$ cat src/rtl/adc_frame_reader.sv
module adc_frame_reader #(
  parameter int DIV_HALF  = 13,
  parameter int QUIET_CYC = 16,
  parameter int RATE_W    = 16
) (
  input  logic              clk,
  input  logic              rst_n,
  input  logic              start,
  input  logic              rate_en,
  input  logic [RATE_W-1:0] rate_period,
  input  logic              sdata,
  output logic              cs_n,
  output logic              sclk,
  output logic [11:0]       result,
  output logic              valid,
  output logic              frame_error
);
  localparam int CMAX = (DIV_HALF > QUIET_CYC) ? DIV_HALF : QUIET_CYC;
  localparam int CW   = $clog2(CMAX + 1);

  typedef enum logic [2:0] {IDLE, LEAD, LOW, HIGH, QUIET} state_t;

  state_t            st;
  logic [CW-1:0]     cnt;
  logic [4:0]        nfall;
  logic [15:0]       shreg;
  logic              pend;
  logic [RATE_W-1:0] rcnt;

  wire tick      = rate_en && (rate_period != '0) && (rcnt == rate_period - 1'b1);
  wire req       = start || pend || tick;
  wire launch    = (st == IDLE) && req;
  wire half_done = (cnt == CW'(DIV_HALF - 1));
  wire quiet_end = (cnt == CW'(QUIET_CYC - 1));

  always_ff @(posedge clk or negedge rst_n) begin
    if (!rst_n) begin
      rcnt <= '0;
      pend <= 1'b0;
    end else begin
      rcnt <= (!rate_en || tick) ? '0 : rcnt + 1'b1;
      pend <= (pend || start || tick) && !launch;
    end
  end

  always_ff @(posedge clk or negedge rst_n) begin
    if (!rst_n) begin
      st          <= IDLE;
      cnt         <= '0;
      nfall       <= '0;
      shreg       <= '0;
      cs_n        <= 1'b1;
      sclk        <= 1'b1;
      result      <= '0;
      valid       <= 1'b0;
      frame_error <= 1'b0;
    end else begin
      valid <= 1'b0;
      case (st)
        IDLE: begin
          if (launch) begin
            cs_n  <= 1'b0;
            cnt   <= '0;
            nfall <= '0;
            st    <= LEAD;
          end
        end
        LEAD, HIGH: begin
          if (half_done) begin
            sclk  <= 1'b0;
            shreg <= {shreg[14:0], sdata};
            nfall <= nfall + 1'b1;
            cnt   <= '0;
            st    <= LOW;
          end else begin
            cnt <= cnt + 1'b1;
          end
        end
        LOW: begin
          if (half_done) begin
            sclk <= 1'b1;
            cnt  <= '0;
            if (nfall == 5'd16) begin
              cs_n        <= 1'b1;
              valid       <= 1'b1;
              result      <= shreg[11:0];
              frame_error <= |shreg[15:12];
              st          <= QUIET;
            end else begin
              st <= HIGH;
            end
          end else begin
            cnt <= cnt + 1'b1;
          end
        end
        QUIET: begin
          if (quiet_end) begin
            cnt <= '0;
            st  <= IDLE;
          end else begin
            cnt <= cnt + 1'b1;
          end
        end
        default: st <= IDLE;
      endcase
    end
  end
endmodule


$ cat config.mk
export PLATFORM = sky130hd
export DESIGN_NAME = adc_frame_reader
export DESIGN_NICKNAME = d
export VERILOG_FILES = /design/src/rtl/adc_frame_reader.sv
export SDC_FILE = /design/constraint.sdc
export NUM_CORES = 1
export LEC_CHECK = 0
export BUFFER_PORTS_ARGS = -buffer_cell sky130_fd_sc_hd__buf_2
export CAP_MARGIN = 20
export CORE_ASPECT_RATIO = 0.9
export CORE_MARGIN = 1
export CORE_UTILIZATION = 53
export CTS_CLUSTER_DIAMETER = 100
export CTS_CLUSTER_SIZE = 12
export DETAILED_ROUTE_END_ITERATION = 7
export GPL_TIMING_DRIVEN = 0
export MAX_ROUTING_LAYER = met4
export PLACE_DENSITY = 0.75
export SLEW_MARGIN = 0
export SYNTH_ARGS = -nofsm -noshare
export SYNTH_HDL_FRONTEND = slang
export SYNTH_SLANG_ARGS = --single-unit
$ cat constraint.sdc
create_clock -name clk -period 2.3 [get_ports clk]
set_input_delay 0.23 -clock clk [delete_from_list [all_inputs] [get_ports clk]]
set_output_delay 0.23 -clock clk [all_outputs]
set_load 0.01 [all_outputs]
# Yosys cells after proc, flatten, opt, wreduce, memory -nomap -nowiden

Index checks and enable logic that the tools add are counted.

Bits in registers: 62
Memory bits (read-only): 0
Memories: 0
Output and inout bits: 16
Bits of input ports: 21
Memory bits (writable): 0
Latch bits: 0

Reduce and logical (&&, ||, !) cells: 25
Bitwise logic cells: 0
Add/sub/neg operators: 4
Equal/unequal tests: 13
Order comparisons: 0
Shift operators: 0
$mul: 0
Div/mod/pow operators: 0
Mux-type cells: 23

Operator list:

| kind                  | count |
|---|---|
| $mux 5                | 4 |
| $add 16x1->16 const B | 1 |
| $eq 16x16->1          | 1 |
| $mux 16               | 1 |
| $reduce_bool 16->1    | 1 |
| $sub 16x1->16 const B | 1 |
| $mux 3                | 5 |
| $pmux 5 s3            | 1 |
| $pmux 3 s4            | 1 |
| $add 5x1->5 const B   | 2 |
| $eq 5x4->1 const B    | 2 |
| $ne 2x2->1 const B    | 5 |
| $pmux 5 s2            | 1 |
| $reduce_and 3->1      | 3 |
| $mux 1                | 8 |
| $reduce_and 4->1      | 2 |
| $eq 3x2->1 const B    | 2 |
| $reduce_bool 2->1     | 3 |
| $eq 5x5->1 const B    | 1 |
| $logic_and 1x1->1     | 4 |
| $pmux 1 s2            | 2 |
| $reduce_and 2->1      | 2 |
| $reduce_or 4->1       | 1 |
| $eq 3x1->1 const B    | 1 |
| other kinds (7)       | 10 |

# Longest topological paths before layout

Gate-level depths: netlist of the first run.

Depth after elaboration: 7
Depth in mapped cells: 11
Gate-level depth less buffers: 9

# Worst setup path after synthesis of the first run

OpenSTA, ideal clock, no wires.

Path kind: input to register
Start point: input port rate_period[0]
End point: register rcnt[6]
Path slack: -199 ps
Arrival: 2,380 ps
Stages on the path: 11
Buffers on the path: 2
Path through: clkbuf_1 inv_1 ha_1 xor2_1 nand3_1 nor4_1 nand4_1 or4_4 o21ai_4 buf_6 nor2_1

Cells in the longest elaborated chain, start to end: 5
Elaborated cells on any way between the ends: 7
Those cells by class: add/sub (1); eq/ne (1); mux (1); reduce/logical (4)

Ends and longest elaborated chain:

| item                                                       | line | RTL |
|---|---|---|
| start: declaration                                         | 10   | `input logic [RATE_W-1:0] rate_period,` |
| $sub 16x1->16 / $reduce_bool 16->1 (equally long branches) | 30   | `wire tick = rate_en && (rate_period != '0) && (rcnt == rate_period - 1'b1);` |
| $eq 16x16->1 / $logic_and 1x1->1 (equally long branches)   | 30   |  |
| $logic_and 1x1->1 (*)                                      | 30   |  |
| $logic_or 1x1->1 (*)                                       | 41   | `rcnt <= (!rate_en \|\| tick) ? '0 : rcnt + 1'b1;` |
| $mux 16 (*)                                                | 41   |  |
| end signal: assignment                                     | 41   |  |
| end: declaration                                           | 28   | `logic [RATE_W-1:0] rcnt;` |

Every way passes the cells marked *; elsewhere a longest branch is shown, timed or not.
A chain may end at the register's enable or synchronous reset.

# Final worst setup path of the first run

Start point: register rcnt[6]
End point: register rcnt[7]

Cells in the longest elaborated chain, start to end: 4
Elaborated cells on any way between the ends: 5
Those cells by class: add/sub (1); eq/ne (1); mux (1); reduce/logical (2)

Ends and longest elaborated chain:

| item                                                                  | line |
|---|---|
| parallel branches: the longest is 3 deep, another holds $add 16x1->16 | -- |
| $mux 16 (*)                                                           | 41 |

Every way passes the cells marked *.

==> flow_summary.toml, run 1 <==
[cells_and_area]
nNetsFinal = 457
final_area_um2 = 4220
drive_above_1_share_pct = 27.1
fin_cells = 519
area_growth_pct = 21.5
fill_cells = 520
diodes = 0

[synthesis]
synth-edff-count = 0
synth_top_family_by_area = "simple AND/OR/NAND/NOR gates"
synthMuxAreaShare_pct = 6.73
synthSimpleGateAreaFrac_pct = 23.2
yosysSeqAreaShare_pct = 44.7
synthCells = 374
syn-mean-instance-area_um2 = 9.30
synthDistinctLibCells = 53
synth_fp_nets = 404
synthAdderAreaFrac_pct = 3.24
async_reset_ff_share_pct = 100
synth-seq-cells = 62
synthFlopType = "dfrtp_1"
synthXorXnorAreaFrac_pct = 8.31
yosysWarnings = 0
syn_area_um2 = 3480
synth-compound-area-share_pct = 10.0

[floorplan]
row_count = 27
die_w_um = 87.4
start_util_pct = 55.9
coreArea_um2 = 6220
die_area_um2 = 6890
dieHeight_um = 78.8
io_pins = 37

[global_routing]
grt_max_degree = 40
antenna_found_initial = 0
grt_pass1_vias = 2722
track_usage_pct = 25.3
grt_pass1_wl_mm = 12.9
overflow = 0

[placed_design]
dp_hpwl_mm = 5.24
dp_slack_ns = -0.452
numPortBuffers = 32
gp_congestion = 0.887
placedCellCount = 494
dpl_cell_area_um2 = 3780

[routing]
routed_via_density = 5.63
routed_wl_mm = 7.75
via_count = 2924
postRouteAntennaNets = 0
drc_errors = 0
drt_iter0_drc = 224
routedWlPerCell_um = 14.9
firstDrtPassIters = 5

[sta]
hold_violations = 0
slew_violations = 0
fmax_mhz = 427
finalSetupViolations = 15
rsz0062_at_grt = "true"
period_share_pct = 102
fin_ws_ns = -0.0440
worst_slew_pin_slew_ns = 0.908
whs_ns = 0.122
finalCriticalPeriod_ns = 2.34
finClkSkew_ns = 0.00722
relSlewSlack_pct = 39.0

[setup_path]
critPathTopFamily = "simple AND/OR/NAND/NOR gates"
cp.depth = 10
setup.worst_path.end_class = "register"
cpPeakStageDelay_ns = 0.61
rrSetupSlack_ns = -0.04
r2r_cells = 10
cp_cell_sequence = "buf_4, buf_4, nand2_1, a221oi_2, a31o_2, nor2_2, or4_4, o21ai_4, buf_6, nor2_1"
critPathKind = "register to register"
crit_buf_inv = 3
worstPathArrival_ns = 2.57
critPathSlowestCell = "or4_4"
worstPathRequired_ns = 2.52
cp-start-kind = "register"
crit_top_cell = "buf_4"
crit_fanout = 5

[clocking]
clk_pin_slew_ns = 0.06
clk_latency_ns = 0.34
cts_root_buf = "clkbuf_8"
cts_tree = "done"
cts_buffers = 9
htreeDepth = 3
cts.path.max_buffers = 2
clock_sinks = 62

[power_and_ir_drop]
powerDensity_nw_per_um2 = 702
p_leak_nw = 1.97
peakVddDrop_uv = 557

[status]
status = "finished with violations"
violations = "setup timing"

[flow_run]
maxCapViolCount = 0

[worst_hold_path]
min-delay-path-class = "input port to register"
hold_depth = 2
## sequential cells by signal (all words and copies together), names as in the netlist
name         flops
pend             1
cs_n             1
shreg           16
rcnt            16
frame_error      1
nfall            5
sclk             1
cnt              5
st               3
result          12
valid            1
## per-stage QoR
step	power, W	util, %	TNS (ns)
2_1_floorplan	0.00178	-	0
3_3_place_gp	0.00192	60.5	-9.59
3_5_place_dp	0.00196	60.8	-10.82
4_1_cts	0.00296	65.8	0
5_1_grt	0.00315	68.0	-2.12
6_report	0.00296	68.0	-0.424
## synth_stat cells (all sizes together) (3+ instances only)
cell type	number	area [um^2]
inv	16	60.1
nand4	4	25.0
xnor2	15	131
nor3b	3	22.5
ha	9	113
xor2	18	158
nor3	8	40.0
nor2	41	154
mux2	19	214
dfrtp	60	1500
buf	5	33.8
clkbuf	10	37.5
and3	6	37.5
or3	3	18.8
a31oi	4	25.0
nand4b	3	26.3
o21ai	15	90.1
nor4	7	58.8
nand2	55	206
nand3	19	95.1
a21oi	16	80.1
## worst reg2reg max path: stages, from the launching register on
cell	delay [ns]
dfrtp_2	0.41
buf_4	0.13
buf_4	0.10
nand2_1	0.07
a221oi_2	0.24
a31o_2	0.15
nor2_2	0.04
or4_4	0.61
o21ai_4	0.26
buf_6	0.16
nor2_1	0.05
## cells in the final DEF (no fill, tap or decap), types with 9 or more instances in the layout
| cell | count |
|---|---|
| nand3_1 | 19 |
| ha_1 | 9 |
| inv_1 | 16 |
| mux2_2 | 19 |
| xnor2_1 | 12 |
| nand2_1 | 55 |
| clkbuf_8 | 12 |
| dfrtp_1 | 54 |
| o21ai_0 | 10 |
| a21oi_1 | 16 |
| xor2_1 | 17 |
| nor2_1 | 39 |
| buf_2 | 32 |
## logic make-up after synthesis
family,after synthesis
DFF,62
AOI/OAI and AO/OA,53
muxes,21
adders and majority gates,9
buffers and inverters,31
and+or+nand+nor,165
xor gates and xnor gates,33
## metal layers
metal | wire, um | global-route usage (%)
met4 | 137 | 6.89
met1 | 3490 | 36.2
met2 | 3640 | 35.9
met3 | 476 | 6.24
met5 | 0 | -
## power by group
| group | internal (W) | switching [W] | total, W | leakage (nW) |
|---|---|---|---|---|
| registers | 0.00124 | 0.000143 | 0.00138 | 0.816 |
| clock network | 0.000557 | 0.000419 | 0.000976 | 0.0976 |
| logic | 0.000281 | 0.000325 | 0.000606 | 1.06 |
| total | 0.00208 | 0.000888 | 0.00296 | 1.97 |
## what timing repair did
| item | in CTS | in global routing |
|---|---|---|
| pin swaps | 5 | 7 |
| hold endpoints to repair | 23 | 0 |
| hold buffers | 1 | 0 |
| gates resized for setup | 11 | 25 |
| gates cloned | 1 | 0 |
| buffers inserted | 6 | 4 |
| endpoints found under the setup margin | 29 | 55 |
## worst paths after layout
kind,from,endpoint
max,rcnt[6]$_DFF_PN0_,rcnt[7]$_DFF_PN0_
min in group asynchronous,rst_n,rcnt[3]$_DFF_PN0_
max reg2reg,rcnt[6]$_DFF_PN0_,rcnt[7]$_DFF_PN0_
min reg2reg,result[4]$_DFFE_PN0P_,result[4]$_DFFE_PN0P_
min,sdata,shreg[0]$_DFFE_PN0P_
max in group asynchronous,rst_n,cs_n$_DFFE_PN1P_
## cell type report
class	instances	area [um^2]	area share, %
buffer	12	77.6	1.84
clock buffer	11	151	3.58
clock inverter	5	57.6	1.36
inverter	16	60.1	1.42
multi-input combinational	281	1910	45.3
sequential	62	1560	37.0
tap	87	109	2.58
timing repair buffer	45	293	6.93
Power figures use the tool's default switching activity.
==> run 2: changes to the inputs <==
--- a/config.mk
+++ b/config.mk
@@ -17,3 +17,3 @@
 export MAX_ROUTING_LAYER = met4
-export PLACE_DENSITY = 0.75
+export PLACE_DENSITY = 0.86
 export SLEW_MARGIN = 0
==> constraint.sdc (replaced) <==
create_clock -name clk -period 2.3 [get_ports clk]
set_input_delay 0.46 -clock clk [delete_from_list [all_inputs] [get_ports clk]]
set_output_delay 0.46 -clock clk [all_outputs]
set_load 0.01 [all_outputs]
==> run 2 against run 1 <==
Against the previous run:
- the run still ends with setup timing left
- register-to-register slack got worse by 0.12 ns
- cell count rose by 0.96%
- count of clock-buffer cells in the layout rose by 1
- total power rose by 4.6%
- combinational power rose by 13%
- non-clock buffer count rose by 5
- die area did not move
- global-route usage rose by 0.57 points
- critical path depth rose by 1
- sequential share of layout area fell by 2.0 points
- core utilization rose by 3.8 points
- critical path type is now input port to register
- largest power group unchanged
==> flow_summary.toml, run 2 (synthesis gave the netlist of run 1 again) <==
[status]
status = "finished with violations"
violations = "setup timing"

[sta]
slew_violations = 0
finalSetupViolations = 28
rsz0062_at_grt = "true"
fin_ws_ns = -0.214
relSlewSlack_pct = 27.8
hold_violations = 0
finalCriticalPeriod_ns = 2.51
fmax_mhz = 398
finClkSkew_ns = 0.00957
period_share_pct = 109
worst_slew_pin_slew_ns = 1.07

[routing]
via_count = 3096
postRouteAntennaNets = 0
top_layer = "met4"
routed_wl_mm = 8.84
drc_errors = 0
routed_via_density = 5.91
wl_met1_mm = 3.72
firstDrtPassIters = 5
wl_met3_um = 536
wl_met2_mm = 4.27
drt_iter0_drc = 358
routedWlPerCell_um = 16.9

[placed_design]
dp_hpwl_mm = 5.37
dpl_cell_area_um2 = 3910
numPortBuffers = 32
gp_congestion = 0.921
dp_slack_ns = -0.533

[worst_hold_path]
min-delay-path-class = "input port to asynchronous set/reset pin"

[setup_path]
worstPathRequired_ns = 2.52
critPathSlowestCell = "or4_4"
cp.depth = 11
critPathKind = "input port to register"
cp_cell_sequence = "clkbuf_16, inv_6, ha_4, xor2_1, nand3_1, nor4_1, nand4_1, or4_4, o21ai_4, buf_6, nor2_1"
setup.worst_path.end_class = "register"
worstPathArrival_ns = 2.73
cpPeakStageDelay_ns = 0.50
critPathTopFamily = "simple AND/OR/NAND/NOR gates"
crit_buf_inv = 3
crit_fanout = 7
r2r_cells = 8
cp-start-kind = "input port"

[flow_run]
maxCapViolCount = 0

[global_routing]
grt_pass1_vias = 2767
antenna_found_initial = 0
overflow = 0
grt_pass1_wl_mm = 13.4
grt_max_degree = 38
track_usage_pct = 25.9

[floorplan]
row_count = 27
coreArea_um2 = 6220
dieHeight_um = 78.8
io_pins = 37
die_area_um2 = 6890
die_w_um = 87.4
start_util_pct = 55.9

[power_and_ir_drop]
power_w = 0.00310
p_leak_nw = 2.05
powerDensity_nw_per_um2 = 695
p_sw_w = 0.000952
p_comb_share_pct = 22.1
switching_share_pct = 30.7
peakVddDrop_uv = 613
intPower_w = 0.00215
seqPwrFrac_pct = 44.9
power_frac_clock_pct = 33.0

[cells_and_area]
final_area_um2 = 4460
drive_above_1_share_pct = 33.0
nNetsFinal = 462
fin_util_pct = 71.7
diodes = 0
mostFrequentLayoutCells = "dfrtp_1 (57), nand2_1 (55), nor2_1 (35)"
layout.cells.most_common = "dfrtp_1"
area_growth_pct = 28.2
largestRegisters = "rcnt x16, shreg x16, result x12"

[clocking]
cts_tree = "done"
cts.path.max_buffers = 2
clk_latency_ns = 0.34
cts_root_buf = "clkbuf_8"
cts_hold_buf = 0
clk_pin_slew_ns = 0.07
clock_sinks = 62
cts_buffers = 9
htreeDepth = 3
run 2: final cells by class:
type	instances	area, um^2
Sequential cell	62	1560
Inverter	16	65.1
Clock buffer	12	165
Multi-Input combinational cell	281	2040
Timing Repair Buffer	50	347
Fill cell	434	1760
Buffer	12	118
Clock inverter	4	53.8
Tap cell	87	109
run 2: metal layers:
metal,global-route usage (%),up-vias
li1,-,1418
met1,34.4,1496
met2,40.2,145
met3,6.76,37
met4,5.74,0
met5,-,-
run 2: worst reg2reg max path: cells and delay by family, from the launching register on:
| kind | cells | cell delay (ns) |
|---|---|---|
| AND/OR/NAND/NOR | 5 | 1.26 |
| flip-flops | 1 | 0.45 |
| AO/OA/AOI/OAI | 1 | 0.24 |
| XOR/XNOR | 1 | 0.23 |
| buffers and inverters | 1 | 0.16 |
run 2: power by group through the flow:
stage          Sequential [W]  Combinational [W]  Clock, W
2_1_floorplan         0.00137           0.000430         0
3_3_place_gp          0.00139           0.000548         0
3_5_place_dp          0.00140           0.000595         0
4_1_cts               0.00138           0.000623   0.00103
5_1_grt               0.00142           0.000757   0.00107
6_report              0.00139           0.000684   0.00102
run 2: per-stage QoR:
stage / TNS [ns] / hold WS [ns] / cells
after floorplan: -1.32 / 0.164 / 374
final: -4.50 / 0.134 / 524
after detailed placement: -13.56 / 0.459 / 494
after global routing: -4.22 / 0.179 / 524
after global placement: -13.00 / 0.456 / 493
after CTS: -1.18 / 0.153 / 516
run 2: path summary, 6_finish.rpt:
check / start / end / slack (ns)
min in group clk: sdata / shreg[0]$_DFFE_PN0P_ / 0.36
hold reg to reg: result[4]$_DFFE_PN0P_ / result[4]$_DFFE_PN0P_ / 0.48
max in group asynchronous: rst_n / cs_n$_DFFE_PN1P_ / 1.48
hold / removal: rst_n / cnt[2]$_DFFE_PN0P_ / 0.13
setup / recovery: rate_period[0] / rcnt[6]$_DFF_PN0_ / -0.21
setup reg to reg: rcnt[0]$_DFF_PN0_ / rcnt[6]$_DFF_PN0_ / -0.16
run 2: what timing repair did:
item,CTS,global route
pin swaps,16,13
setup endpoints to repair,34,48
setup buffers,7,8
hold endpoints to repair,0,0
cloned,1,1
gates resized for setup,21,40
==> run 3: changes to the inputs <==
CORE_UTILIZATION = 50   (was 53)
PLACE_DENSITY = 0.82   (was 0.86)
clock period = 2.1 ns   (was 2.3 ns; I/O delays follow)
==> run 3 against run 2 <==
Against the previous run:
- the flow still finishes with violations (setup timing)
- die area is 5.8% higher
- clock power shrank 7%
- wire length rose by 1.7%
- setup slack got worse by 0.11 ns
- cell count rose by 2.7%
- core utilization is 2.4 points lower
- register-to-register slack got worse by 0.11 ns
- largest power group unchanged
==> flow_summary.toml, run 3 (synthesis gave the netlist of run 1 again) <==
[status]
status = "finished with violations"
violations = "setup timing"

[setup_path]
crit_fanout = 6
crit_top_cell = "buf_6"
worstPathRequired_ns = 2.32
cp-start-kind = "input port"
cp_cell_sequence = "buf_8, nor4_4, buf_6, buf_6, buf_6, nand4_1, o32ai_2, nor2_2, or4_4, buf_4, o211ai_4, o21ai_1"
critPathSlowestCell = "or4_4"
cpPeakStageDelay_ns = 0.58
critPathKind = "input port to register"
worstPathArrival_ns = 2.64
crit_buf_inv = 5
setup.worst_path.end_class = "register"
critPathTopFamily = "simple AND/OR/NAND/NOR gates"

[worst_hold_path]
min-delay-path-class = "input port to asynchronous set/reset pin"

[floorplan]
dieHeight_um = 81.1
die_w_um = 89.9
coreArea_um2 = 6660
io_pins = 37
die_area_um2 = 7290
start_util_pct = 52.2
row_count = 28

[clocking]
cts_root_buf = "clkbuf_8"
clock_sinks = 62
cts_hold_buf = 0
htreeDepth = 3
clk_latency_ns = 0.35
clk_pin_slew_ns = 0.08
cts_buffers = 9
cts_tree = "done"
cts.path.max_buffers = 2

[sta]
finalSetupViolations = 29
hold_violations = 0
slew_violations = 0
relSlewSlack_pct = 46.3
period_share_pct = 115
worst_slew_pin_slew_ns = 0.798
fin_ws_ns = -0.320
finClkSkew_ns = 0.00908
finalCriticalPeriod_ns = 2.42
rsz0062_at_grt = "true"
fmax_mhz = 413

[cells_and_area]
drive_above_1_share_pct = 37.5
fill_cells = 446
fin_util_pct = 69.3
largestRegisters = "rcnt x16, shreg x16, result x12"
diodes = 0
mostFrequentLayoutCells = "nand2_1 (55), dfrtp_1 (55), buf_2 (29)"
nNetsFinal = 473
area_growth_pct = 32.7

[routing]
postRouteAntennaNets = 0
drt_iter0_drc = 294
routed_via_density = 5.86
firstDrtPassIters = 5
via_count = 3155
routed_wl_mm = 8.99
drc_errors = 0
routedWlPerCell_um = 16.7

[global_routing]
grt_max_degree = 36
grt_pass1_vias = 2863
track_usage_pct = 24.3
antenna_found_initial = 0
grt_pass1_wl_mm = 13.4
overflow = 0

[power_and_ir_drop]
powerDensity_nw_per_um2 = 705
p_leak_nw = 2.08
peakVddDrop_uv = 477

[placed_design]
dp_hpwl_mm = 5.37
dp_slack_ns = -0.779
numPortBuffers = 32
gp_congestion = 0.840

[flow_run]
maxCapViolCount = 0
## run 3: stage by stage
step | area, um^2 | power [W] | hold WS, ns | instances | setup TNS, ns
2_1_floorplan | 3630 | 0.00197 | 0.124 | 374 | -5.82
3_3_place_gp | 3900 | 0.00212 | 0.456 | 496 | -18.69
3_5_place_dp | 3920 | 0.00218 | 0.458 | 497 | -21.59
4_1_cts | 4370 | 0.00318 | 0.116 | 526 | -4.48
5_1_grt | 4610 | 0.00343 | 0.144 | 538 | -9.84
6_report | 4610 | 0.00325 | 0.115 | 538 | -7.98
## run 3: cell type report
class	count	area (um^2)	share of cell area (%)
plain buffers	12	134	2.90
clock inverters	7	57.6	1.25
inverters	16	67.6	1.46
well taps	90	113	2.44
repair buffers	61	460	9.98
multi-input cells	281	2100	45.5
flip-flops and latches	62	1560	33.8
clock buffers	9	124	2.69
## run 3: what timing repair did
action                                  in CTS  in global routing
hold endpoints to repair                     0                  0
gates resized for setup                     46                 36
buffers inserted                            14                 11
pin swaps                                   18                 14
endpoints found under the setup margin      54                 55
cloned                                       2                  0
## run 3: power by group
group	internal [W]	switching, W	leakage [nW]	total (W)
registers	0.00136	0.000169	0.817	0.00152
clock network	0.000439	0.000507	0.0824	0.000946
logic	0.000365	0.000417	1.18	0.000782
total	0.00216	0.00109	2.08	0.00325
## run 3: worst paths after layout
check / from / endpoint / slack (ns) / cells past startpoint
worst max-delay path: rate_period[3] / cnt[1]$_DFFE_PN0P_ / -0.32 / 12
worst min register to register: result[6]$_DFFE_PN0P_ / result[6]$_DFFE_PN0P_ / 0.47 / 2
worst min-delay path: rst_n / result[6]$_DFFE_PN0P_ / 0.12 / 1
max in group asynchronous: rst_n / cs_n$_DFFE_PN1P_ / 1.29 / 2
min in group clk: sdata / shreg[0]$_DFFE_PN0P_ / 0.31 / 2
worst max register to register: rcnt[2]$_DFF_PN0_ / cnt[1]$_DFFE_PN0P_ / -0.27 / 7
## run 3: layer usage
layer / vias to the layer above / part of all wire [%] / global-route usage, % / wire (um)
li1: 1441 / - / - / -
met3: 48 / 5.1 / 6.55 / 458
met2: 125 / 46 / 38.2 / 4180
met4: 0 / 4.1 / 8.55 / 372
met5: - / 0 / - / 0
met1: 1541 / 44 / 30.6 / 3980
